[config.mk]
export PLATFORM = sky130hd
export DESIGN_NAME = qlut_nco
export DESIGN_NICKNAME = d
export VERILOG_FILES = /design/src/rtl/nco_pkg.sv /design/src/rtl/nco_phase_acc.sv /design/src/rtl/nco_quarter_rom.sv /design/src/rtl/nco_fold.sv /design/src/rtl/qlut_nco.sv
export SDC_FILE = /design/constraint.sdc
export NUM_CORES = 1
export LEC_CHECK = 0
export ABC_CLOCK_PERIOD_IN_PS = 6600
export CAP_MARGIN = 0
export CORE_ASPECT_RATIO = 1.2
export CORE_MARGIN = 8
export CORE_UTILIZATION = 40
export DETAILED_ROUTE_END_ITERATION = 8
export GPL_TIMING_DRIVEN = 0
export PLACE_DENSITY = 0.68
export SYNTH_ARGS = -nofsm -noshare
export SYNTH_HDL_FRONTEND = slang
export SYNTH_SLANG_ARGS = --single-unit
[constraint.sdc]
create_clock -name clk -period 6.6 [get_ports clk]
set_input_delay 1.65 -clock clk [delete_from_list [all_inputs] [get_ports clk]]
set_output_delay 1.65 -clock clk [all_outputs]
set_load 0.05 [all_outputs]
[src/rtl/nco_pkg.sv]
package nco_pkg;

  // Cosine magnitude for quarter-table entry k of qlast (qlast = 90 degrees),
  // scaled to amp and rounded; Taylor series so it folds at elaboration.
  function automatic int quarter_amp(input int k, input int qlast, input int amp);
    real x;
    real term;
    real sum;
    x    = 1.5707963267948966 * real'(k) / real'(qlast);
    term = 1.0;
    sum  = 1.0;
    for (int n = 1; n <= 14; n++) begin
      term = -term * x * x / real'((2 * n - 1) * (2 * n));
      sum  = sum + term;
    end
    return $rtoi(real'(amp) * sum + 0.5);
  endfunction

  // Quadrants 1 and 2 carry a negative sample.
  function automatic logic quad_negate(input logic [1:0] q);
    return q[1] ^ q[0];
  endfunction

endpackage

[src/rtl/nco_phase_acc.sv]
module nco_phase_acc #(
  parameter int ACC_W      = 16,
  parameter int TUNE_W     = 8,
  parameter int TUNE_SHIFT = 2,
  parameter logic [ACC_W-1:0] CENTER_INC = 16'h1000
) (
  input  logic              clk,
  input  logic              rst,
  input  logic              step_en,
  input  logic [TUNE_W-1:0] tune_word,
  output logic [ACC_W-1:0]  step_inc,
  output logic [ACC_W-1:0]  phase
);
  localparam int EXT_W = ACC_W - TUNE_W;

  logic [ACC_W-1:0] tune_ext;

  assign tune_ext = {{EXT_W{tune_word[TUNE_W-1]}}, tune_word} << TUNE_SHIFT;
  assign step_inc = CENTER_INC + tune_ext;

  always_ff @(posedge clk) begin
    if (rst)          phase <= '0;
    else if (step_en) phase <= phase + step_inc;
  end
endmodule

[src/rtl/nco_quarter_rom.sv]
module nco_quarter_rom #(
  parameter int QTR_W = 8,
  parameter int AMP_W = 8
) (
  input  logic [QTR_W:0]   idx,
  output logic [AMP_W-1:0] mag
);
  import nco_pkg::*;
  localparam int QPTS = (1 << QTR_W) + 1;
  localparam int AMAX = (1 << (AMP_W - 1)) - 1;

  logic [AMP_W-1:0] rom [QPTS];

  for (genvar g = 0; g < QPTS; g++) begin : g_ent
    assign rom[g] = AMP_W'(quarter_amp(g, QPTS - 1, AMAX));
  end

  assign mag = (int'(idx) < QPTS) ? rom[idx] : '0;
endmodule

[src/rtl/nco_fold.sv]
module nco_fold #(
  parameter int ADDR_W = 10,
  parameter int AMP_W  = 8
) (
  input  logic [ADDR_W-1:0] addr,
  input  logic [AMP_W-1:0]  mag,
  output logic [1:0]        quad,
  output logic [ADDR_W-2:0] q_idx,
  output logic [AMP_W-1:0]  sample
);
  import nco_pkg::*;
  localparam int QTR_W = ADDR_W - 2;

  logic [QTR_W-1:0] low;

  assign quad   = addr[ADDR_W-1 -: 2];
  assign low    = addr[QTR_W-1:0];
  assign q_idx  = quad[0] ? ((QTR_W+1)'(1 << QTR_W) - {1'b0, low}) : {1'b0, low};
  assign sample = quad_negate(quad) ? (AMP_W'(0) - mag) : mag;
endmodule

[src/rtl/qlut_nco.sv]
module qlut_nco #(
  parameter int ACC_W      = 16,
  parameter int ADDR_W     = 10,
  parameter int AMP_W      = 8,
  parameter int TUNE_W     = 8,
  parameter int TUNE_SHIFT = 2,
  parameter logic [ACC_W-1:0] CENTER_INC = 16'h1000
) (
  input  logic              clk,
  input  logic              rst,
  input  logic              step_en,
  input  logic [TUNE_W-1:0] tune_word,
  output logic [AMP_W-1:0]  cos_out,
  output logic [ACC_W-1:0]  phase_out
);
  localparam int QTR_W = ADDR_W - 2;
  localparam logic [AMP_W-1:0] AMP_PEAK = AMP_W'((1 << (AMP_W - 1)) - 1);

  logic [ACC_W-1:0]  step_inc;
  logic [ACC_W-1:0]  phase;
  logic [ADDR_W-1:0] tbl_addr;
  logic [1:0]        cur_quad;
  logic [QTR_W:0]    q_idx;
  logic [AMP_W-1:0]  q_mag;
  logic [AMP_W-1:0]  next_sample;

  nco_phase_acc #(
    .ACC_W(ACC_W), .TUNE_W(TUNE_W), .TUNE_SHIFT(TUNE_SHIFT), .CENTER_INC(CENTER_INC)
  ) u_acc (
    .clk(clk), .rst(rst), .step_en(step_en), .tune_word(tune_word),
    .step_inc(step_inc), .phase(phase)
  );

  assign tbl_addr = phase[ACC_W-1 -: ADDR_W];

  nco_fold #(.ADDR_W(ADDR_W), .AMP_W(AMP_W)) u_fold (
    .addr(tbl_addr), .mag(q_mag), .quad(cur_quad), .q_idx(q_idx), .sample(next_sample)
  );

  nco_quarter_rom #(.QTR_W(QTR_W), .AMP_W(AMP_W)) u_rom (
    .idx(q_idx), .mag(q_mag)
  );

  always_ff @(posedge clk) begin
    if (rst) cos_out <= AMP_PEAK;
    else     cos_out <= next_sample;
  end

  assign phase_out = phase;
endmodule

Word-level counts from Yosys, hierarchy flattened
Memory sizes are Yosys's and may differ from the RTL's.
Index checks and enable logic that the tools add are counted.
{ "word_totals": {"memories": 1, "input_bits": 11, "romBits": 4096, "ff_bits": 24, "wordCells": 16, "output_inout_bits": 24} }
{ "op_classes": {"mux": 5, "bitwise": 2, "order_cmp": 2, "addsub": 4} }
{ "memory_table": {"columns": ["memory", "depth", "word_bits", "rd", "rd_clocked_by_memory_dff", "wr", "line", "text"], "rows": [
  ["(name not given)", 512, 8, 1, 0, 0, "nco_quarter_rom.sv:18", "assign mag = (int'(idx) < QPTS) ? rom[idx] : '0;"]
]} }
{ "op_table": {"columns": ["cell", "count"], "rows": [
  ["2-to-1 mux 8 bit", 4],
  ["adder 16 bit", 1],
  ["adder 14 x 10 -> 15 bit (first input constant)", 1],
  [">= comparator 10 bit (second input constant)", 1],
  ["inverter 9 -> 10 bit", 1],
  ["< comparator 9 bit (second input constant)", 1],
  ["2-to-1 mux 9 bit", 1],
  ["subtractor 9 x 8 -> 9 bit (first input constant)", 1],
  ["subtractor 1 x 8 -> 8 bit (first input constant)", 1],
  ["XOR 1 bit", 1]
]} }

Longest topological paths before layout
Gate-level depths: netlist of run 1.
{ "logic_depth": {"depth_word": 9, "ltp_mapped": 21} }

Cells and area by module
A second synthesis of run 1 with hierarchy kept.
{ "hier_totals": {"hier_cells": 432, "hier_area_um2": 3250.6} }
{ "modules_own_cells": {"columns": ["module", "seq_area_each_um2", "cells_each", "area_per_inst_um2", "instances"], "rows": [
  ["nco_quarter_rom", 0.0, 222, 1482.7, 1],
  ["nco_phase_acc", 280.3, 145, 1201.2, 1],
  ["nco_fold", 0.0, 49, 356.6, 1],
  ["qlut_nco", 160.2, 16, 210.2, 1]
]} }

Worst setup path before layout of run 1
No wires, ideal clock.
{ "synth_timing": {"kind": "reg-to-reg", "startpoint": "register u_acc.phase[6]", "endpoint": "register cos_out[6]", "t_arrival_ns": 4.312, "setup_time_ns": 0.072, "required_time_ns": 6.528, "path_stages_with_launch": 20, "setup_slack_ns": 2.216, "period_less_slack_ns": 4.384, "path_buffers": 3, "cell_sequence": "dfxtp_1 > buf_2 > inv_1 > ha_1 > buf_2 > a21o_1 > ha_1 > clkbuf_1 > mux2i_1 > o32ai_1 > nor3_1 > a311oi_1 > o21ai_0 > o221ai_1 > nor3_2 > inv_1 > ha_1 > inv_1 > o41ai_2 > mux2i_1"} }
{ "synth_via": {"elab_chain_len": 9, "elab_cells_between_ends": 10, "cone_classes": "add/sub: 2; order compare: 1; mux: 5; bitwise: 1; memory: 1"} }
{ "synth_lines": {"columns": ["element", "line", "text"], "rows": [
  ["from (decl)", "nco_phase_acc.sv:12", "output logic [ACC_W-1:0] phase"],
  ["from (signal assigned)", "nco_phase_acc.sv:23", "else if (step_en) phase <= phase + step_inc;"],
  ["subtractor 9 x 8 -> 9 bit", "nco_fold.sv:18", "assign q_idx = quad[0] ? ((QTR_W+1)'(1 << QTR_W) - {1'b0, low}) : {1'b0, low};"],
  ["2-to-1 mux 9 bit *", "nco_fold.sv:18", null],
  ["inverter 9 -> 10 bit (not written as such)", "nco_quarter_rom.sv:18", null],
  ["memory (512 x 8 bit)", null, null],
  ["2-to-1 mux 8 bit (not written as such) (2 in series)", "nco_quarter_rom.sv:18", null],
  ["2-to-1 mux 8 bit *", "nco_quarter_rom.sv:18", null],
  ["subtractor 1 x 8 -> 8 bit", "nco_fold.sv:19", "assign sample = quad_negate(quad) ? (AMP_W'(0) - mag) : mag;"],
  ["2-to-1 mux 8 bit *", "nco_fold.sv:19", null],
  ["to (signal assigned)", "qlut_nco.sv:46", "else cos_out <= next_sample;"],
  ["to (decl)", "qlut_nco.sv:13", "output logic [AMP_W-1:0] cos_out,"]
]} }
Every way passes the cells marked *; elsewhere a longest branch is shown, timed or not. The select of a mux whose other input is x is not followed.
A chain may end at the register's enable or synchronous reset.

Worst setup path in the final report of run 1
Ends and elaborated chain as after synthesis.

==> out/results.md, run 1 <==
## Critical path
- Critical Setup Path Class: reg2reg
- Worst Path Required: 6.77 ns
- Worst setup SP type: flip-flop
- Worst setup EP type: flip-flop
- largest fanout of any net on the critical path: 10
- Critical Path AT: 5.70 ns

## Routing
- Detailed Routing Iterations Pass 1: 6
- Total Routed Length: 14090 um
- vias per cell: 6.470
- DRC viols: 0
- wire length per cell: 20.24 um
- number of vias in the routed layout: 4503
- antenna-violating nets left: 0
- Iteration-0 DRC Markers: 418

## Clock tree
- H-tree levels: 1
- clock tree from TritonCTS: built
- clock sink count: 22
- clock transition at the registers of the reported paths: 0.06 ns
- number of clock buffers inserted by TritonCTS: 3
- setup repair bufs after CTS: 0
- clock root cell: sky130_fd_sc_hd__clkbuf_16
- number of gates resized after CTS: 0
- buffer levels on the longest clock path: 2
- hold buffers post-CTS: 0
- insertion delay to the later sink of the worst-skew pair: 0.25 ns

## Place
- count of input and output buffers: 32
- DP HPWL: 10750 um
- instance area at placement: 4387 um^2
- cell count after placement: 693
- Placer Congestion: 0.9775

## Synth
- share of the yosys chip area belonging to registers: 11.27%
- number of enable flip-flop cells after synthesis: 0
- number of distinct library cells after synthesis: 88
- Synth Area in Adders: 8.515%
- synthesized flop and latch total: 22
- compound-gate portion of the synthesized area: 36.46%
- fraction of registers with async set or reset after synthesis: 0%
- Cell Area, Synth: 3909 um^2
- number of warnings printed during yosys synthesis: 0
- dominant combinational cell family by area after synthesis: compound AO/OA/AOI/OAI gates
- fraction of synthesized area in multiplexers: 4.225%
- share of synthesized cell area in and, or, nand and nor gates: 25.93%
- xor/xnor cell area share of the yosys netlist: 4.257%
- Primary FF master, synth: sky130_fd_sc_hd__dfxtp_1
- Synth Area per Inst: 7.279 um^2
- Synth Instances: 537

## GRT
- largest net degree at the start of global routing: 12
- number of antenna violations at the first check in global routing: 0
- global-route wire length before repair: 22280 um
- remaining global-route overflow: 0
- total routing usage reported by global routing: 20.49%
- number of global-route vias before repair: 4090

## STA
- Hold Fails Final Rpt: 0
- Hold WS: 0.5198 ns
- setup repair after global routing missed its margin: false
- number of pins with negative max-slew slack in the final report: 0
- Fmax: 0.1809 GHz
- final period demand of the worst path: 5.527 ns
- Worst Max-Slew Pin Slew: 1.051 ns
- Final period util: 83.74%
- max-slew headroom at the worst pin: 29.16%
- Setup Skew: 0.003642 ns
- count of final setup violators: 0
- Final TNS setup: 0 ns

## Power
- leak pwr: 1.656 nW
- IR Drop Worst-Case VDD: 0.09922 mV
- Power Density: 228.5 nW/um^2
- sum of internal, switching and leakage power: 1.019 mW

## Die
- horizontal die dimension: 106.2 um
- height of the chip: 124.3 um
- Ports: 35
- Placeable Area: 9515 um^2
- area of the die: 13200 um^2
- Core Rows: 39
- initial core utilization: 41.08%

## Min path
- worst min-delay path category: reg2reg

## Cells and area
- design area: 4462 um^2
- commonest cells after routing, fill and taps aside: 49 x sky130_fd_sc_hd__nand2_1, 35 x sky130_fd_sc_hd__nor2_1, 32 x sky130_fd_sc_hd__a21oi_1, 32 x sky130_fd_sc_hd__clkdlybuf4s50_1, 29 x sky130_fd_sc_hd__o21ai_0
- share of post-route cells with drive strength above 1: 10.82%
- # nets final: 612
- layout-stage area growth over the synthesis result: 14.15%
- leading cell type in the layout, fill and taps excluded: sky130_fd_sc_hd__nand2_1
- number of diodes: 0
- non-filler instance count after layout: 696

## Run status
- outcome: finished clean

## Run
- number of max-cap violations: 0

-- per-stage QoR --
stage          worst slack [ns]  utilization, %
2_1_floorplan             2.216               -
3_3_place_gp              1.114           46.10
3_5_place_dp              1.149           46.10
4_1_cts                   1.113           46.89
5_1_grt                  0.8734           46.89
6_report                  1.073           46.89
-- report_power, final --
part	internal, mW	total (mW)	switching, mW
Sequential	0.149	0.165	0.0157
Combinational	0.253	0.729	0.476
Clock	0.0799	0.125	0.0450
-- synthesized netlist by cell type (all sizes together), types with 4 or more instances --
library cell  instances  area share, %
nand3                20            2.6
nor3                 23            3.2
xor2                  4            1.1
nor4b                 4           0.90
o2111ai               6            1.3
o31ai                 7            2.0
a311oi                4           0.90
xnor2                12            3.2
mux2i                12            3.1
dfxtp                22             11
a21o                  6            1.2
a31oi                 8            1.3
o21ai                33            4.4
o32ai                 6            1.3
o211ai               19            3.6
nor3b                 4           0.90
o31a                  4           0.90
buf                  30            4.8
a211o                 8            1.8
clkbuf               20            2.0
nor2b                 9            1.4
or3                   4           0.64
ha                   25            8.0
and3                  6           0.96
and2                  4           0.64
nand2                49            4.7
nand2b                6            1.0
nand4                 4           0.64
a211oi               17            3.8
inv                  25            2.4
nor2                 35            3.4
a21oi                32            4.1
nand3b                6            1.2
o221ai                4           0.90
-- final timing paths --
check	slack, ns	to	depth (start not counted)	startpoint
setup reg to reg	1.07	cos_out[6]	18	u_acc.phase[6]
hold / removal	0.52	u_acc.phase[2]	2	u_acc.phase[2]
setup / recovery	1.07	cos_out[6]	18	u_acc.phase[6]
hold reg to reg	0.52	u_acc.phase[2]	2	u_acc.phase[2]
-- flip-flops by register name, summed over array words and instances (netlist names) --
register / count
cos_out: 8
u_acc.phase: 14
-- area by class of cell --
class | instances | area [um^2]
fillers | 973 | 5054
multi-input cells | 440 | 3110
flip-flops and latches | 22 | 440.4
repair buffers | 32 | 320.3
plain buffers | 50 | 264.0
well taps | 123 | 153.9
inverters | 26 | 97.59
clock buffers | 3 | 75.07
-- worst max-delay path, stage by stage, from the launching register on --
cell and delay [ns]:
sky130_fd_sc_hd__dfxtp_1 0.49, sky130_fd_sc_hd__buf_2 0.29, sky130_fd_sc_hd__inv_1 0.19, sky130_fd_sc_hd__ha_1 0.32, sky130_fd_sc_hd__buf_2 0.17, sky130_fd_sc_hd__a21o_1 0.41
sky130_fd_sc_hd__ha_1 0.22, sky130_fd_sc_hd__clkbuf_1 0.49, sky130_fd_sc_hd__nand2_1 0.10, sky130_fd_sc_hd__o21ai_0 0.83, sky130_fd_sc_hd__nand2_1 0.11, sky130_fd_sc_hd__a211o_1 0.32
sky130_fd_sc_hd__nand4_1 0.09, sky130_fd_sc_hd__nand4bb_1 0.31, sky130_fd_sc_hd__inv_1 0.21, sky130_fd_sc_hd__ha_1 0.19, sky130_fd_sc_hd__inv_1 0.08, sky130_fd_sc_hd__o41ai_2 0.37
sky130_fd_sc_hd__mux2i_1 0.24
-- cell families (layout without fill, tap and decap cells) --
logic type	count (synthesis)	count (layout)
buffers and inverters	76	111
adders and majority gates	26	26
other	1	2
DFF	22	22
and+or+nand+nor	191	191
muxes	14	14
AOI/OAI and AO/OA	191	191
xor gates and xnor gates	16	16
-- routing by layer --
metal | wire length [um] | global-route usage [%] | part of all wire (%) | vias to the layer above
met2 | 6663 | 33.41 | 47 | 237
met4 | 472 | 8.050 | 3.4 | 0
met1 | 5802 | 25.95 | 41 | 2117
met5 | 0 | 0 | 0 | -
li1 | - | - | - | 2116
met3 | 1149 | 3.520 | 8.2 | 33
No activity file was read; power rests on OpenSTA's default activity.
==> run 2: changes to the inputs <==
- ABC_CLOCK_PERIOD_IN_PS: 6600 -> 5300
- clock period: 6.6 -> 5.3 ns (I/O delays scaled with it)
==> run 2 against run 1 <==
Compared with the run above:
- register-to-register slack got worse by 0.74 ns
- combinational power grew 25%
- cell count is the same
- first-iteration DRC count decreased by 1.4%
- via count grew 0.56%
- global-route usage is the same
- die area unchanged
- largest power group unchanged
==> out/results.md, run 2 (synthesis gave the netlist of run 1 again) <==
## Critical path
- Worst Path Required: 5.47 ns, was 6.77 ns
- Worst setup EP type: flip-flop, unchanged
- endpoint of the worst-slack reg-to-reg timing path: cos_out[6], unchanged
- Critical Path AT: 5.14 ns, was 5.70 ns
- cell depth of the worst flop-to-flop path: 18, unchanged
- Worst setup SP type: flip-flop, unchanged
- worst reg2reg setup slack: 0.33 ns, was 1.07 ns
- largest fanout of any net on the critical path: 10, unchanged
- CP startpoint: u_acc.phase[6], unchanged
- R2R Path Start: u_acc.phase[6], unchanged
- Critical Setup Path Class: reg2reg, unchanged

## Die
- initial core utilization: 41.08%, unchanged
- horizontal die dimension: 106.2 um, unchanged
- area of the die: 13200 um^2, unchanged
- Ports: 35, unchanged
- Core Rows: 39, unchanged
- height of the chip: 124.3 um, unchanged
- Placeable Area: 9515 um^2, unchanged

## Clock tree
- H-tree levels: 1, unchanged
- hold buffers post-CTS: 0, unchanged
- clock root cell: sky130_fd_sc_hd__clkbuf_16, unchanged
- buffer levels on the longest clock path: 2, unchanged
- clock sink count: 22, unchanged
- clock tree from TritonCTS: built, unchanged
- number of clock buffers inserted by TritonCTS: 3, unchanged
- clock transition at the registers of the reported paths: 0.06 ns, about the same
- insertion delay to the later sink of the worst-skew pair: 0.25 ns, about the same

## Cells and area
- Most flops, register: u_acc.phase, unchanged
- non-filler instance count after layout: 696, unchanged
- max reg flops: 14, unchanged
- # nets final: 612, unchanged
- share of post-route cells with drive strength above 1: 11.34%, was 10.82%
- commonest cells after routing, fill and taps aside: 49 x sky130_fd_sc_hd__nand2_1, 35 x sky130_fd_sc_hd__nor2_1, 32 x sky130_fd_sc_hd__a21oi_1, 32 x sky130_fd_sc_hd__clkdlybuf4s50_1, 28 x sky130_fd_sc_hd__o21ai_0, was 49 x sky130_fd_sc_hd__nand2_1, 35 x sky130_fd_sc_hd__nor2_1, 32 x sky130_fd_sc_hd__a21oi_1, 32 x sky130_fd_sc_hd__clkdlybuf4s50_1, 29 x sky130_fd_sc_hd__o21ai_0
- final design utilization: 46.96%, was 46.89%
- design area: 4468 um^2, was 4462 um^2
- biggest registers after layout: u_acc.phase (14), cos_out (8), unchanged
- layout-stage area growth over the synthesis result: 14.31%, was 14.15%
- leading cell type in the layout, fill and taps excluded: sky130_fd_sc_hd__nand2_1, unchanged
- number of diodes: 0, unchanged
- number of fill cells in the layout: 971, was 973

## Place
- count of input and output buffers: 32, unchanged
- DP HPWL: 10750 um, unchanged
- Placer Congestion: 0.9775, unchanged
- instance area at placement: 4387 um^2, unchanged
- cell count after placement: 693, unchanged

## Routing
- DRC viols: 0, unchanged
- Total Routed Length: 14130 um, was 14090 um
- wire length per cell: 20.30 um, was 20.24 um
- antenna-violating nets left: 0, unchanged
- Iteration-0 DRC Markers: 412, was 418
- number of vias in the routed layout: 4528, was 4503
- Detailed Routing Iterations Pass 1: 5, was 6
- vias per cell: 6.506, was 6.470

## Power
- Clk pwr share: 12.2%, was 12.3%
- switching power summed over all nets: 0.6691 mW, was 0.5370 mW
- leak pwr: 1.659 nW, was 1.656 nW
- Sequential Power Share: 16.2%, about the same
- relative contribution of combinational cells to total power: 71.6%, about the same
- Power Density: 284.4 nW/um^2, was 228.5 nW/um^2
- IR Drop Worst-Case VDD: 0.1235 mV, was 0.09922 mV
- total internal power: 0.6015 mW, was 0.4823 mW
- switching portion of total power: 52.66%, was 52.68%

## STA
- max-slew headroom at the worst pin: 34.52%, was 29.16%
- Fmax: 0.2012 GHz, was 0.1809 GHz
- Setup Skew: 0.002257 ns, was 0.003642 ns
- number of pins with negative max-slew slack in the final report: 0, unchanged
- setup repair after global routing missed its margin: false, unchanged
- count of final setup violators: 0, unchanged
- final period demand of the worst path: 4.969 ns, was 5.527 ns
- Worst Max-Slew Pin Slew: 0.9752 ns, was 1.051 ns
- Hold Fails Final Rpt: 0, unchanged
- Hold WS: 0.5196 ns, was 0.5198 ns
- Final period util: 93.76%, was 83.74%

## GRT
- number of antenna violations at the first check in global routing: 0, unchanged
- remaining global-route overflow: 0, unchanged
- global-route wire length before repair: 22280 um, unchanged
- number of global-route vias before repair: 4090, unchanged
- total routing usage reported by global routing: 20.49%, unchanged
- largest net degree at the start of global routing: 12, unchanged

## Min path
- Hold Crit Depth: 2, unchanged
- Worst Hold Endpoint: u_acc.phase[2], unchanged
- hold path startpoint: u_acc.phase[2], unchanged
- worst min-delay path category: reg2reg, unchanged

## Run status
- outcome: finished clean, unchanged

## Run
- number of max-cap violations: 0, unchanged

## run 2: cell counts in the layout (fill, tap and decap cells not counted)
Identical to the previous run, type by type.
## run 2: area by class of cell
| cell class | instances | area (um^2) | area share [%] |
|---|---|---|---|
| repair buffers | 32 | 320.3 | 7.169 |
| inverters | 26 | 97.59 | 2.184 |
| plain buffers | 50 | 265.3 | 5.937 |
| clock buffers | 3 | 75.07 | 1.680 |
| well taps | 123 | 153.9 | 3.444 |
| multi-input cells | 440 | 3115 | 69.73 |
| flip-flops and latches | 22 | 440.4 | 9.857 |
## run 2: repair_timing
item,CTS,global route
setup buffers,0,0
resized for setup,1,4
endpoints found under the hold margin,0,0
setup endpoints to repair,4,3
## run 2: how the worst max path moves through the flow
stage | cells past startpoint | to
2_1_floorplan | 19 | cos_out[6]
3_3_place_gp | 18 | cos_out[6]
3_5_place_dp | 18 | cos_out[6]
4_1_cts | 18 | cos_out[6]
5_1_grt | 21 | cos_out[2]
6_report | 18 | cos_out[6]
## run 2: per-layer routing
metal / track usage [%] / part of all wire [%] / wire length (um) / up-vias
li1: - / - / - / 2114
met1: 25.95 / 42 / 5927 / 2145
met2: 33.41 / 47 / 6589 / 219
met3: 3.520 / 7.4 / 1039 / 50
met4: 8.050 / 4.1 / 574 / 0
met5: 0 / 0 / 0 / -
## run 2: worst max-delay path, stage by stage, from the launching register on
cell                        delay [ns]
sky130_fd_sc_hd__dfxtp_1          0.49
sky130_fd_sc_hd__buf_2            0.28
sky130_fd_sc_hd__inv_1            0.19
sky130_fd_sc_hd__ha_1             0.32
sky130_fd_sc_hd__buf_2            0.17
sky130_fd_sc_hd__a21o_2           0.31
sky130_fd_sc_hd__ha_1             0.19
sky130_fd_sc_hd__clkbuf_1         0.51
sky130_fd_sc_hd__nand2_1          0.14
sky130_fd_sc_hd__o21ai_2          0.36
sky130_fd_sc_hd__nand2_1          0.11
sky130_fd_sc_hd__a211o_1          0.31
sky130_fd_sc_hd__nand4_1          0.09
sky130_fd_sc_hd__nand4bb_1        0.31
sky130_fd_sc_hd__inv_1            0.21
sky130_fd_sc_hd__ha_1             0.19
sky130_fd_sc_hd__inv_1            0.08
sky130_fd_sc_hd__o41ai_2          0.37
sky130_fd_sc_hd__mux2i_1          0.24
## run 2: stage by stage
| stage | setup slack [ns] | setup TNS, ns | power, mW |
|---|---|---|---|
| 2_1_floorplan | 0.9164 | 0 | 0.8578 |
| 3_3_place_gp | -0.1865 | -0.5159 | 1.090 |
| 3_5_place_dp | -0.1512 | -0.3563 | 1.093 |
| 4_1_cts | 0.08325 | 0 | 1.253 |
| 5_1_grt | 0.07021 | 0 | 1.353 |
| 6_report | 0.3307 | 0 | 1.271 |
## run 2: power by group through the flow
stage | Combinational, mW | Sequential (mW) | Clock (mW)
2_1_floorplan | 0.582 | 0.276 | 0
4_1_cts | 0.887 | 0.206 | 0.160
5_1_grt | 0.974 | 0.209 | 0.169
3_5_place_dp | 0.883 | 0.210 | 0
3_3_place_gp | 0.881 | 0.209 | 0
6_report | 0.910 | 0.206 | 0.155
==> run 3: changes to the inputs <==
- ABC_CLOCK_PERIOD_IN_PS: 5300 -> 4860
- SETUP_SLACK_MARGIN: not set -> 0.05
- clock period: 5.3 -> 4.86 ns (I/O delays scaled with it)
==> run 3 against run 2 <==
Compared with the run above:
- sequential power is 9% higher
- clock-buffer cell count unchanged
- worst hold slack about the same
- register-to-register slack got worse by 0.11 ns
- combinational power increased by 11%
- die area is the same
- setup slack lost 0.11 ns
- non-clock buffer count is the same
- critical path type unchanged
- highest routed layer unchanged
==> out/results.md, run 3 (synthesis gave the netlist of run 1 again) <==
## Power
- Power Density: 310.7 nW/um^2, was 284.4 nW/um^2
- leak pwr: 1.675 nW, was 1.659 nW
- sum of internal, switching and leakage power: 1.407 mW, was 1.271 mW
- IR Drop Worst-Case VDD: 0.1347 mV, was 0.1235 mV

## Critical path
- endpoint of the worst-slack reg-to-reg timing path: cos_out[6], unchanged
- Critical Path AT: 4.81 ns, was 5.14 ns
- Worst setup SP type: flip-flop, unchanged
- Slowest cell on crit path: sky130_fd_sc_hd__dfxtp_2, was sky130_fd_sc_hd__clkbuf_1
- cell depth of the worst flop-to-flop path: 19, was 18
- largest fanout of any net on the critical path: 11, was 10
- Worst setup EP type: flip-flop, unchanged
- worst reg2reg setup slack: 0.22 ns, was 0.33 ns
- Worst Path Required: 5.03 ns, was 5.47 ns
- critical path, cell by cell: buf_2 -> inv_1 -> ha_1 -> and2b_2 -> xnor2_4 -> inv_2 -> buf_4 -> buf_2 -> ha_1 -> nor3_2 -> o31ai_1 -> a311o_1 -> nand3_1 -> nor3_4 -> inv_1 -> ha_1 -> inv_1 -> o41ai_2 -> mux2i_1, was buf_2 -> inv_1 -> ha_1 -> buf_2 -> a21o_2 -> ha_1 -> clkbuf_1 -> nand2_1 -> o21ai_2 -> nand2_1 -> a211o_1 -> nand4_1 -> nand4bb_1 -> inv_1 -> ha_1 -> inv_1 -> o41ai_2 -> mux2i_1
- Critical Path Max Stage Delay: 0.37 ns, was 0.51 ns
- Critical Setup Path Class: reg2reg, unchanged
- R2R Path Start: u_acc.phase[6], unchanged

## STA
- setup repair after global routing missed its margin: false, unchanged
- Final TNS setup: 0 ns, unchanged
- Hold Fails Final Rpt: 0, unchanged
- number of pins with negative max-slew slack in the final report: 0, unchanged
- Setup Skew: 0.001886 ns, was 0.002257 ns
- max-slew headroom at the worst pin: 36.17%, was 34.52%
- count of final setup violators: 0, unchanged
- Final period util: 95.38%, was 93.76%
- Hold WS: 0.5194 ns, was 0.5196 ns
- Fmax: 0.2157 GHz, was 0.2012 GHz
- final period demand of the worst path: 4.636 ns, was 4.969 ns
- Worst Max-Slew Pin Slew: 0.9506 ns, was 0.9752 ns

## Place
- instance area at placement: 4387 um^2, unchanged
- Placer Congestion: 0.9775, unchanged
- DP HPWL: 10750 um, unchanged
- count of input and output buffers: 32, unchanged

## Die
- Ports: 35, unchanged
- area of the die: 13200 um^2, unchanged
- horizontal die dimension: 106.2 um, unchanged
- initial core utilization: 41.08%, unchanged
- height of the chip: 124.3 um, unchanged
- Core Rows: 39, unchanged
- Placeable Area: 9515 um^2, unchanged

## Clock tree
- insertion delay to the later sink of the worst-skew pair: 0.25 ns, about the same
- H-tree levels: 1, unchanged
- buffer levels on the longest clock path: 2, unchanged
- clock sink count: 22, unchanged
- clock root cell: sky130_fd_sc_hd__clkbuf_16, unchanged
- clock tree from TritonCTS: built, unchanged
- number of clock buffers inserted by TritonCTS: 3, unchanged
- clock transition at the registers of the reported paths: 0.06 ns, about the same

## Run
- number of max-cap violations: 0, unchanged

## Routing
- DRC viols: 0, unchanged
- Detailed Routing Iterations Pass 1: 5, unchanged
- Iteration-0 DRC Markers: 528, was 412
- vias per cell: 6.523, was 6.506
- number of vias in the routed layout: 4540, was 4528
- wire length per cell: 20.34 um, was 20.30 um
- antenna-violating nets left: 0, unchanged
- Total Routed Length: 14160 um, was 14130 um

## Cells and area
- share of post-route cells with drive strength above 1: 13.79%, was 11.34%
- layout-stage area growth over the synthesis result: 15.81%, was 14.31%
- # nets final: 612, unchanged
- number of diodes: 0, unchanged
- biggest registers after layout: u_acc.phase (14), cos_out (8), unchanged
- design area: 4527 um^2, was 4468 um^2
- max reg flops: 14, unchanged
- commonest cells after routing, fill and taps aside: 49 x sky130_fd_sc_hd__nand2_1, 35 x sky130_fd_sc_hd__nor2_1, 32 x sky130_fd_sc_hd__clkdlybuf4s50_1, was 49 x sky130_fd_sc_hd__nand2_1, 35 x sky130_fd_sc_hd__nor2_1, 32 x sky130_fd_sc_hd__a21oi_1, 32 x sky130_fd_sc_hd__clkdlybuf4s50_1, 28 x sky130_fd_sc_hd__o21ai_0
- Most flops, register: u_acc.phase, unchanged
- leading cell type in the layout, fill and taps excluded: sky130_fd_sc_hd__nand2_1, unchanged

## Min path
- hold path startpoint: u_acc.phase[2], unchanged
- worst min-delay path category: reg2reg, unchanged
- Worst Hold Endpoint: u_acc.phase[2], unchanged
- Hold Crit Depth: 2, unchanged

## GRT
- global-route wire length before repair: 22340 um, was 22280 um
- total routing usage reported by global routing: 20.51%, was 20.49%
- largest net degree at the start of global routing: 12, unchanged
- number of global-route vias before repair: 4098, was 4090
- remaining global-route overflow: 0, unchanged
- number of antenna violations at the first check in global routing: 0, unchanged

## Run status
- outcome: finished clean, unchanged

## run 3: how the worst max path moves through the flow
stage / start / end / slack, ns
after floorplan: u_acc.phase[6] / cos_out[6] / 0.48
after global placement: u_acc.phase[6] / cos_out[6] / -0.63
after detailed placement: u_acc.phase[6] / cos_out[6] / -0.59
after CTS: u_acc.phase[6] / cos_out[6] / 0.06
after global routing: u_acc.phase[6] / cos_out[6] / 0.06
final: u_acc.phase[6] / cos_out[6] / 0.22
## run 3: stage by stage
step	util (%)	worst slack, ns	std cells
final	47.57	0.2244	696
after global routing	47.57	0.05690	696
after CTS	46.94	0.05726	695
after detailed placement	46.10	-0.5912	693
after global placement	46.10	-0.6265	693
after floorplan	-	0.4764	538
## run 3: layout make-up
| class | count | area (um^2) |
|---|---|---|
| Fill cell | 966 | 4989 |
| Buffer | 48 | 261.5 |
| Timing Repair Buffer | 34 | 335.3 |
| Multi-Input combinational cell | 440 | 3158 |
| Sequential cell | 22 | 441.7 |
| Clock buffer | 3 | 75.07 |
| Inverter | 26 | 101.3 |
| Tap cell | 123 | 153.9 |
## run 3: power breakdown
group	switching, mW	internal, mW
clock	0.0597	0.108
combinational	0.657	0.357
sequential	0.0215	0.203
total	0.738	0.668
## run 3: routing by layer
metal	vias to the layer above	routed length (um)	track usage [%]
li1	2112	-	-
met1	2147	5788	25.89
met2	242	6773	33.48
met3	39	1106	3.778
met4	0	487	7.801
met5	-	0	0
## run 3: timing repair
item / CTS / global route
hold buffers: 0 / 0
resized for setup: 6 / 15
gates cloned: 0 / 0
pin swaps: 0 / 1
hold endpoints to repair: 0 / 0
buffers inserted: 0 / 2
setup endpoints to repair: 7 / 4
## run 3: critical path: cells and delay by family (launching register included)
kind	cells	cell delay [ns]
compound gates	3	0.82
mux	1	0.25
buf+inv	7	1.15
fa+ha+maj	3	0.76
xor+xnor	1	0.35
simple gates	4	0.85
flops	1	0.37
